--- config.mk ---
export PLATFORM = sky130hd
export DESIGN_NAME = can_rx_field
export DESIGN_NICKNAME = d
export VERILOG_FILES = /design/src/rtl/can_rx_pkg.sv /design/src/rtl/can_rx_field.sv
export SDC_FILE = /design/constraint.sdc
export NUM_CORES = 1
export LEC_CHECK = 0
export CORE_MARGIN = 2
export CORE_UTILIZATION = 57
export DETAILED_ROUTE_END_ITERATION = 10
export HOLD_SLACK_MARGIN = 0.1
export PLACE_DENSITY = 0.86
export SLEW_MARGIN = 20
export SYNTH_ARGS = -nofsm -noshare
export SYNTH_HDL_FRONTEND = slang
export SYNTH_SLANG_ARGS = --single-unit
export TNS_END_PERCENT = 30
--- constraint.sdc ---
create_clock -name clk -period 3.3 [get_ports clk]
set_clock_uncertainty 0.05 [all_clocks]
set_input_delay 0.66 -clock clk [delete_from_list [all_inputs] [get_ports clk]]
set_output_delay 0.66 -clock clk [all_outputs]
set_load 0.01 [all_outputs]
--- src/rtl/can_rx_pkg.sv ---
package can_rx_pkg;
  localparam int BASE_W    = 11;
  localparam int EXT_W     = 18;
  localparam int ID_W      = BASE_W + EXT_W;
  localparam int DLC_W     = 4;
  localparam int CRC_W     = 15;
  localparam int MAX_BYTES = 8;
  localparam int EOF_LEN   = 7;
  localparam int RUN_LEN   = 5;
  localparam logic [CRC_W-1:0] CRC_POLY = 15'h4599;

  typedef enum logic [3:0] {
    ST_WAIT, ST_IDLE, ST_BASE, ST_B12, ST_IDE, ST_EXT, ST_RTR, ST_R1,
    ST_R0, ST_DLC, ST_DATA, ST_CRC, ST_CDEL, ST_ACK, ST_ADEL, ST_EOF
  } fld_e;
endpackage

--- src/rtl/can_rx_field.sv ---
module can_rx_field
  import can_rx_pkg::*;
#(
  parameter int IDLE_BITS = 11
) (
  input  logic             clk,
  input  logic             rst_n,
  input  logic             bit_valid,
  input  logic             rx_bit,
  input  logic             is_stuff,
  input  logic             stuff_hit,
  input  logic [CRC_W-1:0] crc_i,
  output logic             track,
  output logic             sof_take,
  output logic             crc_shift,
  output logic             hdr_valid,
  output logic [ID_W-1:0]  frame_id,
  output logic             frame_ide,
  output logic             frame_rtr,
  output logic [DLC_W-1:0] frame_dlc,
  output logic             byte_valid,
  output logic [7:0]       byte_data,
  output logic [2:0]       byte_idx,
  output logic             frame_ok,
  output logic             stuff_err,
  output logic             crc_err,
  output logic             form_err
);
  localparam int IW    = $clog2(IDLE_BITS + 1);
  localparam int CNT_W = (IW > 7) ? IW : 7;

  fld_e             st_q, st_d;
  logic [CNT_W-1:0] cnt_q, cnt_d;
  logic [ID_W-1:0]  id_q, id_d;
  logic             ide_q, ide_d, rtr_q, rtr_d;
  logic [DLC_W-1:0] dlc_q, dlc_d;
  logic [3:0]       nby_q, nby_d;
  logic [7:0]       sh_q, sh_d, byte_q, byte_d;
  logic [2:0]       idx_q, idx_d;
  logic [CRC_W-1:0] rxcrc_q, rxcrc_d;
  logic             hdr_q, hdr_d, dv_q, dv_d, ok_q, ok_d;
  logic             ser_q, ser_d, cer_q, cer_d, fer_q, fer_d;
  logic             take;
  logic [3:0]       nb;

  assign take  = bit_valid && !is_stuff;
  assign track = (st_q == ST_BASE) || (st_q == ST_B12) || (st_q == ST_IDE) ||
                 (st_q == ST_EXT)  || (st_q == ST_RTR) || (st_q == ST_R1)  ||
                 (st_q == ST_R0)   || (st_q == ST_DLC) || (st_q == ST_DATA) ||
                 (st_q == ST_CRC)  || (st_q == ST_CDEL);

  always_comb begin
    sof_take  = take && (st_q == ST_IDLE) && !rx_bit;
    crc_shift = take && !stuff_hit &&
                ((st_q == ST_BASE) || (st_q == ST_B12) || (st_q == ST_IDE) ||
                 (st_q == ST_EXT)  || (st_q == ST_RTR) || (st_q == ST_R1)  ||
                 (st_q == ST_R0)   || (st_q == ST_DLC) || (st_q == ST_DATA));
  end

  // next-state process
  always_comb begin
    st_d    = st_q;
    cnt_d   = cnt_q;
    id_d    = id_q;
    ide_d   = ide_q;
    rtr_d   = rtr_q;
    dlc_d   = dlc_q;
    nby_d   = nby_q;
    sh_d    = sh_q;
    byte_d  = byte_q;
    idx_d   = idx_q;
    rxcrc_d = rxcrc_q;
    hdr_d   = 1'b0;
    dv_d    = 1'b0;
    ok_d    = 1'b0;
    ser_d   = 1'b0;
    cer_d   = 1'b0;
    fer_d   = 1'b0;
    nb      = '0;
    if (bit_valid && stuff_hit) begin
      ser_d = 1'b1;
      st_d  = ST_WAIT;
      cnt_d = '0;
    end else if (take) begin
      unique case (st_q)
        ST_WAIT: begin
          if (!rx_bit) begin
            cnt_d = '0;
          end else if (cnt_q == CNT_W'(IDLE_BITS - 1)) begin
            st_d  = ST_IDLE;
            cnt_d = '0;
          end else begin
            cnt_d = cnt_q + 1'b1;
          end
        end
        ST_IDLE: begin
          if (!rx_bit) begin
            st_d  = ST_BASE;
            cnt_d = '0;
            id_d  = '0;
            ide_d = 1'b0;
            rtr_d = 1'b0;
            dlc_d = '0;
          end
        end
        ST_BASE: begin
          id_d = {id_q[ID_W-2:0], rx_bit};
          if (cnt_q == CNT_W'(BASE_W - 1)) begin
            st_d  = ST_B12;
            cnt_d = '0;
          end else begin
            cnt_d = cnt_q + 1'b1;
          end
        end
        ST_B12: begin
          rtr_d = rx_bit;
          st_d  = ST_IDE;
        end
        ST_IDE: begin
          ide_d = rx_bit;
          st_d  = rx_bit ? ST_EXT : ST_R0;
          cnt_d = '0;
        end
        ST_EXT: begin
          id_d = {id_q[ID_W-2:0], rx_bit};
          if (cnt_q == CNT_W'(EXT_W - 1)) begin
            st_d  = ST_RTR;
            cnt_d = '0;
          end else begin
            cnt_d = cnt_q + 1'b1;
          end
        end
        ST_RTR: begin
          rtr_d = rx_bit;
          st_d  = ST_R1;
        end
        ST_R1: st_d = ST_R0;
        ST_R0: begin
          st_d  = ST_DLC;
          cnt_d = '0;
        end
        ST_DLC: begin
          dlc_d = {dlc_q[DLC_W-2:0], rx_bit};
          if (cnt_q == CNT_W'(DLC_W - 1)) begin
            hdr_d = 1'b1;
            if (rtr_q)                          nb = 4'd0;
            else if (dlc_d > 4'(MAX_BYTES))     nb = 4'(MAX_BYTES);
            else                                nb = 4'(dlc_d);
            nby_d = nb;
            st_d  = (nb == 4'd0) ? ST_CRC : ST_DATA;
            cnt_d = '0;
          end else begin
            cnt_d = cnt_q + 1'b1;
          end
        end
        ST_DATA: begin
          sh_d = {sh_q[6:0], rx_bit};
          if (cnt_q[2:0] == 3'd7) begin
            dv_d   = 1'b1;
            byte_d = sh_d;
            idx_d  = cnt_q[5:3];
          end
          if ((cnt_q + 1'b1) == CNT_W'({nby_q, 3'b000})) begin
            st_d  = ST_CRC;
            cnt_d = '0;
          end else begin
            cnt_d = cnt_q + 1'b1;
          end
        end
        ST_CRC: begin
          rxcrc_d = {rxcrc_q[CRC_W-2:0], rx_bit};
          if (cnt_q == CNT_W'(CRC_W - 1)) begin
            st_d  = ST_CDEL;
            cnt_d = '0;
          end else begin
            cnt_d = cnt_q + 1'b1;
          end
        end
        ST_CDEL: begin
          cer_d = (rxcrc_q != crc_i);
          fer_d = !rx_bit;
          if (cer_d || fer_d) begin
            st_d  = ST_WAIT;
            cnt_d = '0;
          end else begin
            st_d = ST_ACK;
          end
        end
        ST_ACK: st_d = ST_ADEL;
        ST_ADEL: begin
          cnt_d = '0;
          if (!rx_bit) begin
            fer_d = 1'b1;
            st_d  = ST_WAIT;
          end else begin
            st_d = ST_EOF;
          end
        end
        ST_EOF: begin
          if (cnt_q == CNT_W'(EOF_LEN - 1)) begin
            ok_d  = 1'b1;
            st_d  = ST_IDLE;
            cnt_d = '0;
          end else if (!rx_bit) begin
            fer_d = 1'b1;
            st_d  = ST_WAIT;
            cnt_d = '0;
          end else begin
            cnt_d = cnt_q + 1'b1;
          end
        end
        default: begin
          st_d  = ST_WAIT;
          cnt_d = '0;
        end
      endcase
    end
  end

  // register process
  always_ff @(posedge clk or negedge rst_n) begin
    if (!rst_n) begin
      st_q    <= ST_WAIT;
      cnt_q   <= '0;
      id_q    <= '0;
      ide_q   <= 1'b0;
      rtr_q   <= 1'b0;
      dlc_q   <= '0;
      nby_q   <= '0;
      sh_q    <= '0;
      byte_q  <= '0;
      idx_q   <= '0;
      rxcrc_q <= '0;
      hdr_q   <= 1'b0;
      dv_q    <= 1'b0;
      ok_q    <= 1'b0;
      ser_q   <= 1'b0;
      cer_q   <= 1'b0;
      fer_q   <= 1'b0;
    end else begin
      st_q    <= st_d;
      cnt_q   <= cnt_d;
      id_q    <= id_d;
      ide_q   <= ide_d;
      rtr_q   <= rtr_d;
      dlc_q   <= dlc_d;
      nby_q   <= nby_d;
      sh_q    <= sh_d;
      byte_q  <= byte_d;
      idx_q   <= idx_d;
      rxcrc_q <= rxcrc_d;
      hdr_q   <= hdr_d;
      dv_q    <= dv_d;
      ok_q    <= ok_d;
      ser_q   <= ser_d;
      cer_q   <= cer_d;
      fer_q   <= fer_d;
    end
  end

  assign hdr_valid  = hdr_q;
  assign frame_id   = id_q;
  assign frame_ide  = ide_q;
  assign frame_rtr  = rtr_q;
  assign frame_dlc  = dlc_q;
  assign byte_valid = dv_q;
  assign byte_data  = byte_q;
  assign byte_idx   = idx_q;
  assign frame_ok   = ok_q;
  assign stuff_err  = ser_q;
  assign crc_err    = cer_q;
  assign form_err   = fer_q;

  // a discarded stuff bit leaves the field walk untouched
  a_r2_stuff_freezes_walk: assert property (@(posedge clk) disable iff (!rst_n)
    is_stuff |=> ($stable(st_q) && $stable(cnt_q)));

  // the checksum must not move while the received CRC is collected
  a_r7_crc_frozen: assert property (@(posedge clk) disable iff (!rst_n)
    (bit_valid && ((st_q == ST_CRC) || (st_q == ST_CDEL))) |=> $stable(crc_i));

  // every error sends the block back to counting idle bits
  a_r11_abort_to_wait: assert property (@(posedge clk) disable iff (!rst_n)
    (ser_d || cer_d || fer_d) |=> ((st_q == ST_WAIT) && (cnt_q == '0)));

  // no byte is delivered for a remote request
  a_r6_no_remote_bytes: assert property (@(posedge clk) disable iff (!rst_n)
    dv_q |-> !rtr_q);

  // a completed frame leaves the block armed for a start bit
  a_r10_ok_then_armed: assert property (@(posedge clk) disable iff (!rst_n)
    ok_q |-> (st_q == ST_IDLE));

  // form errors only come from the fixed-format tail bits
  a_r9_form_source: assert property (@(posedge clk) disable iff (!rst_n)
    fer_d |-> ((st_q == ST_CDEL) || (st_q == ST_ADEL) || (st_q == ST_EOF)));
endmodule

==> results of run 1 <==
[cells in the final DEF, fill, tap and decap left out, types with 4 or more instances in the layout]
| cell type | Yosys | layout |
|---|---|---|
| a21oi_1 | 10 | 10 |
| a22o_1 | 34 | 34 |
| and2_1 | 5 | 5 |
| buf_4 | 0 | 11 |
| clkbuf_8 | 0 | 9 |
| clkdlybuf4s50_1 | 0 | 74 |
| dfrtp_1 | 89 | 89 |
| ha_1 | 5 | 5 |
| inv_1 | 10 | 10 |
| mux2_2 | 23 | 23 |
| nand2_1 | 56 | 56 |
| nand2b_1 | 4 | 4 |
| nand3_1 | 15 | 15 |
| nand4_1 | 8 | 8 |
| nor2_1 | 18 | 18 |
| nor2b_1 | 4 | 4 |
| nor3_1 | 7 | 6 |
| nor4_1 | 5 | 5 |
| o21ai_0 | 20 | 20 |
| xnor2_1 | 18 | 18 |
| xor2_1 | 6 | 6 |
[flip-flops by register name (all words and copies together) (netlist names)]
register / cells
byte_valid: 1
stuff_err: 1
rxcrc_q: 15
byte_idx: 3
sh_q: 7
nby_q: 4
form_err: 1
frame_rtr: 1
st_q: 4
crc_err: 1
frame_ide: 1
byte_data: 8
frame_ok: 1
frame_dlc: 4
hdr_valid: 1
cnt_q: 7
frame_id: 29
[routing by layer]
metal,routed length (um),part of all wire
met5,0,0
met4,160,0.017
met3,470,0.050
met2,4570,0.48
met1,4290,0.45
[metrics by stage]
| stage | total power [mW] | cells | utilization |
|---|---|---|---|
| CTS | 1.97 | 578 | 0.733 |
| global placement | 1.21 | 562 | 0.705 |
| global route | 2.02 | 578 | 0.733 |
| finish | 1.95 | 578 | 0.733 |
| detailed placement | 1.22 | 562 | 0.705 |
| floorplan | 1.15 | 400 | - |
[cell families after synthesis]
logic type,after synthesis
AND/OR/NAND/NOR,137
flip-flops,89
AO/OA/AOI/OAI,88
buffers and inverters,33
XOR/XNOR,24
multiplexers,24
adder cells (fa/ha/maj),5
[cell type report]
type | count | area (um2) | share of cell area
clock buffers | 10 | 128 | 0.0240
clock inverters | 6 | 76.3 | 0.0143
inverters | 10 | 37.5 | 0.00706
multi-input cells | 278 | 1890 | 0.356
flip-flops and latches | 89 | 2230 | 0.419
well taps | 99 | 124 | 0.0233
repair buffers | 86 | 835 | 0.157
[worst max path at each step]
stage,end,slack (ns),cells after the start
6_report,sof_take,0.23,4
3_3_place_gp,crc_shift,0.28,5
3_5_place_dp,crc_shift,0.25,5
4_1_cts,crc_shift,0.23,5
5_1_grt,sof_take,0.11,4
2_1_floorplan,rxcrc_q[10],0.97,6
[worst max-delay path: stages, from the launching register on]
cell             delay (ns)
dfrtp_1                0.64
nand2b_1               0.23
nor3_1                 0.32
nor3b_1                0.25
clkdlybuf4s50_1        0.57
[power groups by stage]
stage	Sequential, mW	Clock, mW	Combinational, mW
5_1_grt	1.10	0.818	0.107
4_1_cts	1.10	0.777	0.0972
6_report	1.10	0.759	0.0963
2_1_floorplan	1.12	0	0.0333
3_3_place_gp	1.12	0	0.0950
3_5_place_dp	1.12	0	0.0968
==> results.py, run 1 <==
metrics = {
    "worst_setup_path": {
        "criticalPathCategory": "reg2out",
        "crit-reg2reg-capture": "cnt_q[6]",
        "reg2reg_depth": 7,
        "crit_start": "st_q[0]",
        "cp-end-kind": "output port",
        "ff2ff_setup_slack_ns": 0.60,
        "crit_arrival_ns": 2.36,
        "start_kind": "register",
        "r2r-start": "cnt_q[0]",
        "required_ns": 2.59,
        "crit_fanout": 13,
    },
    "routing": {
        "drtAntennaViolNets": 0,
        "first_pass_iters": 4,
        "routed_wl_um": 9490,
        "vias": 3372,
        "wl_per_cell_um": 16.4,
        "initialDrtViolationCount": 180,
        "vias_per_cell": 5.83,
        "drcViolationCount": 0,
    },
    "power_and_ir_drop": {
        "p_per_area_mw_per_mm2": 367,
        "ir_drop_v": 0.000266,
        "power_frac_seq": 0.562,
        "p_int_mw": 1.50,
        "comb_power_share": 0.049,
        "leakage_nw": 2.38,
        "swShare": 0.233,
        "switchingPower_uw": 455,
        "clkPwrFrac": 0.389,
    },
    "flow_run": {
        "cap_violations": 0,
    },
    "synthesis": {
        "synth_top_family_by_area": "simple AND/OR/NAND/NOR gates",
        "synthArstFlopShare": 1.00,
        "yosys_warnings": 0,
        "synth_xor_area_frac": 0.0493,
        "synth.most_common_cell": "dfrtp_1",
        "synthSimpleGateAreaFrac": 0.158,
        "synthMuxAreaShare": 0.0631,
        "ys_seq_elements": 89,
        "synth_edf_count": 0,
        "synth.avg_cell_area_um2": 10.7,
        "synth_top_area_share": 0.522,
        "synth_commonest_cells": "dfrtp_1 (89), nand2_1 (56), a22o_1 (34)",
        "synth_seq_area_share": 0.522,
        "synthFlopType": "dfrtp_1",
        "synth_area_mm2": 0.00426,
        "synth_cells": 400,
        "synth.area.top_cells": "dfrtp_1 (52%), a22o_1 (7.0%), mux2_2 (6.1%)",
        "synth_compound_area_frac": 0.158,
        "yosysUniqueCellTypes": 49,
        "synth_top_area_cell": "dfrtp_1",
        "synth_fa_ha_area_frac": 0.0147,
        "syn-num-nets": 426,
    },
    "die": {
        "die_h_um": 90.5,
        "die_x_um": 90.5,
        "rows": 31,
        "die-area_mm2": 0.00819,
        "core_area_mm2": 0.00725,
        "initial_core_util": 0.588,
        "io_pins": 76,
    },
    "cts": {
        "cts_sinks": 89,
        "post_cts_buffers": 0,
        "htreeDepth": 3,
        "clockBufferDepth": 2,
        "cts-resized-gates": 0,
        "cts_tree": "done",
        "cts-buffers-inserted": 9,
        "cts.reportedPaths.clkPinSlew_ns": 0.09,
        "holdBufCountCts": 0,
        "clock_tree.root_cell": "clkbuf_8",
        "insertion_delay_ns": 0.35,
    },
    "final_layout": {
        "drive_gt1_frac": 0.125,
        "fin_area_mm2": 0.00532,
        "num-fill-cells": 561,
        "area_growth_pct": 24.8,
        "nets": 500,
        "diodes": 0,
    },
    "global_routing": {
        "use_met1": 0.339,
        "top_usage_layer": "met2",
        "use_met2": 0.407,
        "globalRoute.totalOverflow": 0,
        "grt_max_degree": 90,
        "grt_first_pass_wirelength_um": 16500,
        "grt_use_met3": 0.0359,
        "first_global_vias": 3358,
        "grtUsageTotal": 0.247,
        "antenna_found_initial": 0,
    },
    "placed_design": {
        "placed_cell_area_mm2": 0.00511,
        "gp_congestion": 0.979,
        "hpwl_um": 6660,
        "numPortBuffers": 75,
        "pre_cts_slack_ns": 0.250,
    },
    "timing": {
        "hold_violations": 0,
        "setup_tns_ns": 0,
        "fmax_ghz": 0.326,
        "setup_violations": 0,
        "tightest_slew_ns": 0.938,
        "relSlewSlack": 0.375,
        "finalCriticalPeriod_ns": 3.07,
        "layout_setup_ws_ns": 0.232,
        "timing.hold.ws_ns": 0.300,
        "fin_crit_sh": 0.930,
        "rsz0062_at_grt": "false",
        "finalMaxSlewViolations": 0,
    },
    "min_path": {
        "min-delay-path-class": "in2async",
    },
    "status": {
        "status": "finished clean",
    },
}
(Power assumes the default switching activity.)
==> run 2: changes to the inputs <==
--- a/config.mk
+++ b/config.mk
@@ -14,4 +14,4 @@
 export SYNTH_ARGS = -nofsm -noshare
 export SYNTH_HDL_FRONTEND = slang
 export SYNTH_SLANG_ARGS = --single-unit
-export TNS_END_PERCENT = 30
+export TNS_END_PERCENT = 20
==> constraint.sdc (replaced) <==
create_clock -name clk -period 4 [get_ports clk]
set_clock_uncertainty 0.05 [all_clocks]
set_input_delay 0.8 -clock clk [delete_from_list [all_inputs] [get_ports clk]]
set_output_delay 0.8 -clock clk [all_outputs]
set_load 0.01 [all_outputs]
==> results.py, run 2 (synthesis results as in run 1) <==
metrics = {
    "status": {
        "status": "finished clean",
    },
    "global_routing": {
        "first_global_vias": 3308,
        "grtUsageTotal": 0.247,
        "antenna_found_initial": 0,
        "grt_max_degree": 90,
        "grt_first_pass_wirelength_um": 16300,
        "globalRoute.totalOverflow": 0,
    },
    "final_layout": {
        "diodes": 0,
        "area_growth_pct": 24.0,
        "fin_util": 0.729,
        "nets": 498,
        "drive_gt1_frac": 0.124,
        "largest_reg_flops": 29,
        "final_cell_mix": "dfrtp_1 (89), clkdlybuf4s50_1 (74), nand2_1 (56), a22o_1 (34), mux2_2 (23)",
        "multiInputGateArea_mm2": 0.00189,
        "final_common_cell": "dfrtp_1",
        "final-seq-area_mm2": 0.00223,
        "num-fill-cells": 526,
        "layout.cells.non_filler": 576,
    },
    "cts": {
        "insertion_delay_ns": 0.36,
        "cts.reportedPaths.clkPinSlew_ns": 0.09,
        "holdBufCountCts": 0,
        "post_cts_buffers": 0,
        "clock_tree.root_cell": "clkbuf_8",
        "clockBufferDepth": 2,
        "cts-buffers-inserted": 9,
        "cts-resized-gates": 0,
        "cts_sinks": 89,
        "cts_tree": "done",
        "htreeDepth": 3,
    },
    "routing": {
        "wl_per_cell_um": 16.7,
        "drcViolationCount": 0,
        "first_pass_iters": 4,
        "vias_per_cell": 5.81,
        "initialDrtViolationCount": 230,
        "drtAntennaViolNets": 0,
        "vias": 3348,
        "routed_wl_um": 9630,
    },
    "die": {
        "core_area_mm2": 0.00725,
        "initial_core_util": 0.588,
        "io_pins": 76,
        "rows": 31,
        "die_h_um": 90.5,
        "die_x_um": 90.5,
        "die-area_mm2": 0.00819,
    },
    "worst_setup_path": {
        "crit_arrival_ns": 2.59,
        "crit_fanout": 5,
        "criticalPathCategory": "in2out",
        "start_kind": "primary input",
        "cp-end-kind": "output port",
        "ff2ff_setup_slack_ns": 1.29,
        "required_ns": 3.15,
    },
    "timing": {
        "rsz0062_at_grt": "false",
        "fmax_ghz": 0.290,
        "setup_violations": 0,
        "fin_crit_sh": 0.861,
        "relSlewSlack": 0.477,
        "setup_tns_ns": 0,
        "hold_violations": 0,
        "finalMaxSlewViolations": 0,
        "finalCriticalPeriod_ns": 3.44,
        "tightest_slew_ns": 0.785,
    },
    "power_and_ir_drop": {
        "p_per_area_mw_per_mm2": 296,
        "leakage_nw": 2.36,
        "ir_drop_v": 0.000209,
    },
    "placed_design": {
        "gp_congestion": 0.903,
        "hpwl_um": 6840,
        "place_inst": 560,
        "numPortBuffers": 75,
    },
    "min_path": {
        "min-delay-path-class": "in2async",
    },
    "flow_run": {
        "cap_violations": 0,
    },
}
## run 2: changes by cell type in the layout (fill, tap and decap cells not counted), sizes merged
cell    change
clkbuf      -1
inv         +1
bufinv      -1
clkinv      +1
buf         -2
## run 2: path summary, 6_finish.rpt
check                      cells after the start          from           end
min                                            1         rst_n      cnt_q[5]
min reg2reg                                    2  byte_data[7]  byte_data[7]
max                                            5     bit_valid     crc_shift
max in group asynchronous                      1         rst_n       st_q[1]
max reg2reg                                    7      cnt_q[0]      cnt_q[6]
min in group clk                               2  byte_data[7]  byte_data[7]
## run 2: report_power, final
group          leakage [nW]  internal (mW)  switching (mW)
logic                  1.06         0.0337          0.0443
registers              1.22          0.901         0.00398
clock network        0.0894          0.236           0.346
## run 2: cell type report
cell class | instances | area share
repair buffers | 84 | 0.155
inverters | 10 | 0.00710
flip-flops and latches | 89 | 0.421
clock buffers | 9 | 0.0234
clock inverters | 7 | 0.0118
multi-input cells | 278 | 0.358
well taps | 99 | 0.0234
## run 2: worst max-delay path, cell delays in order
cell and delay (ns):
clkdlybuf4s50_1 0.48, nand2b_1 0.15, or2_2 0.38, nor3_1 0.19, clkdlybuf4s50_1 0.59
## run 2: metal layers
layer,track usage,vias up,routed length [um]
met2,0.396,99,4640
met1,0.338,1653,4330
li1,-,1582,-
met5,0,-,0
met3,0.0451,14,498
met4,0.0923,0,158
## run 2: per-stage QoR
stage | power, mW | setup WS, ns | area, um2 | hold slack, ns
after floorplan | 0.951 | 1.53 | 4260 | 0.383
after global placement | 1.00 | 0.526 | 5100 | 0.399
after detailed placement | 1.00 | 0.587 | 5100 | 0.412
after CTS | 1.57 | 0.567 | 5280 | 0.437
after global routing | 1.63 | 0.489 | 5290 | 0.453
final | 1.57 | 0.556 | 5290 | 0.420
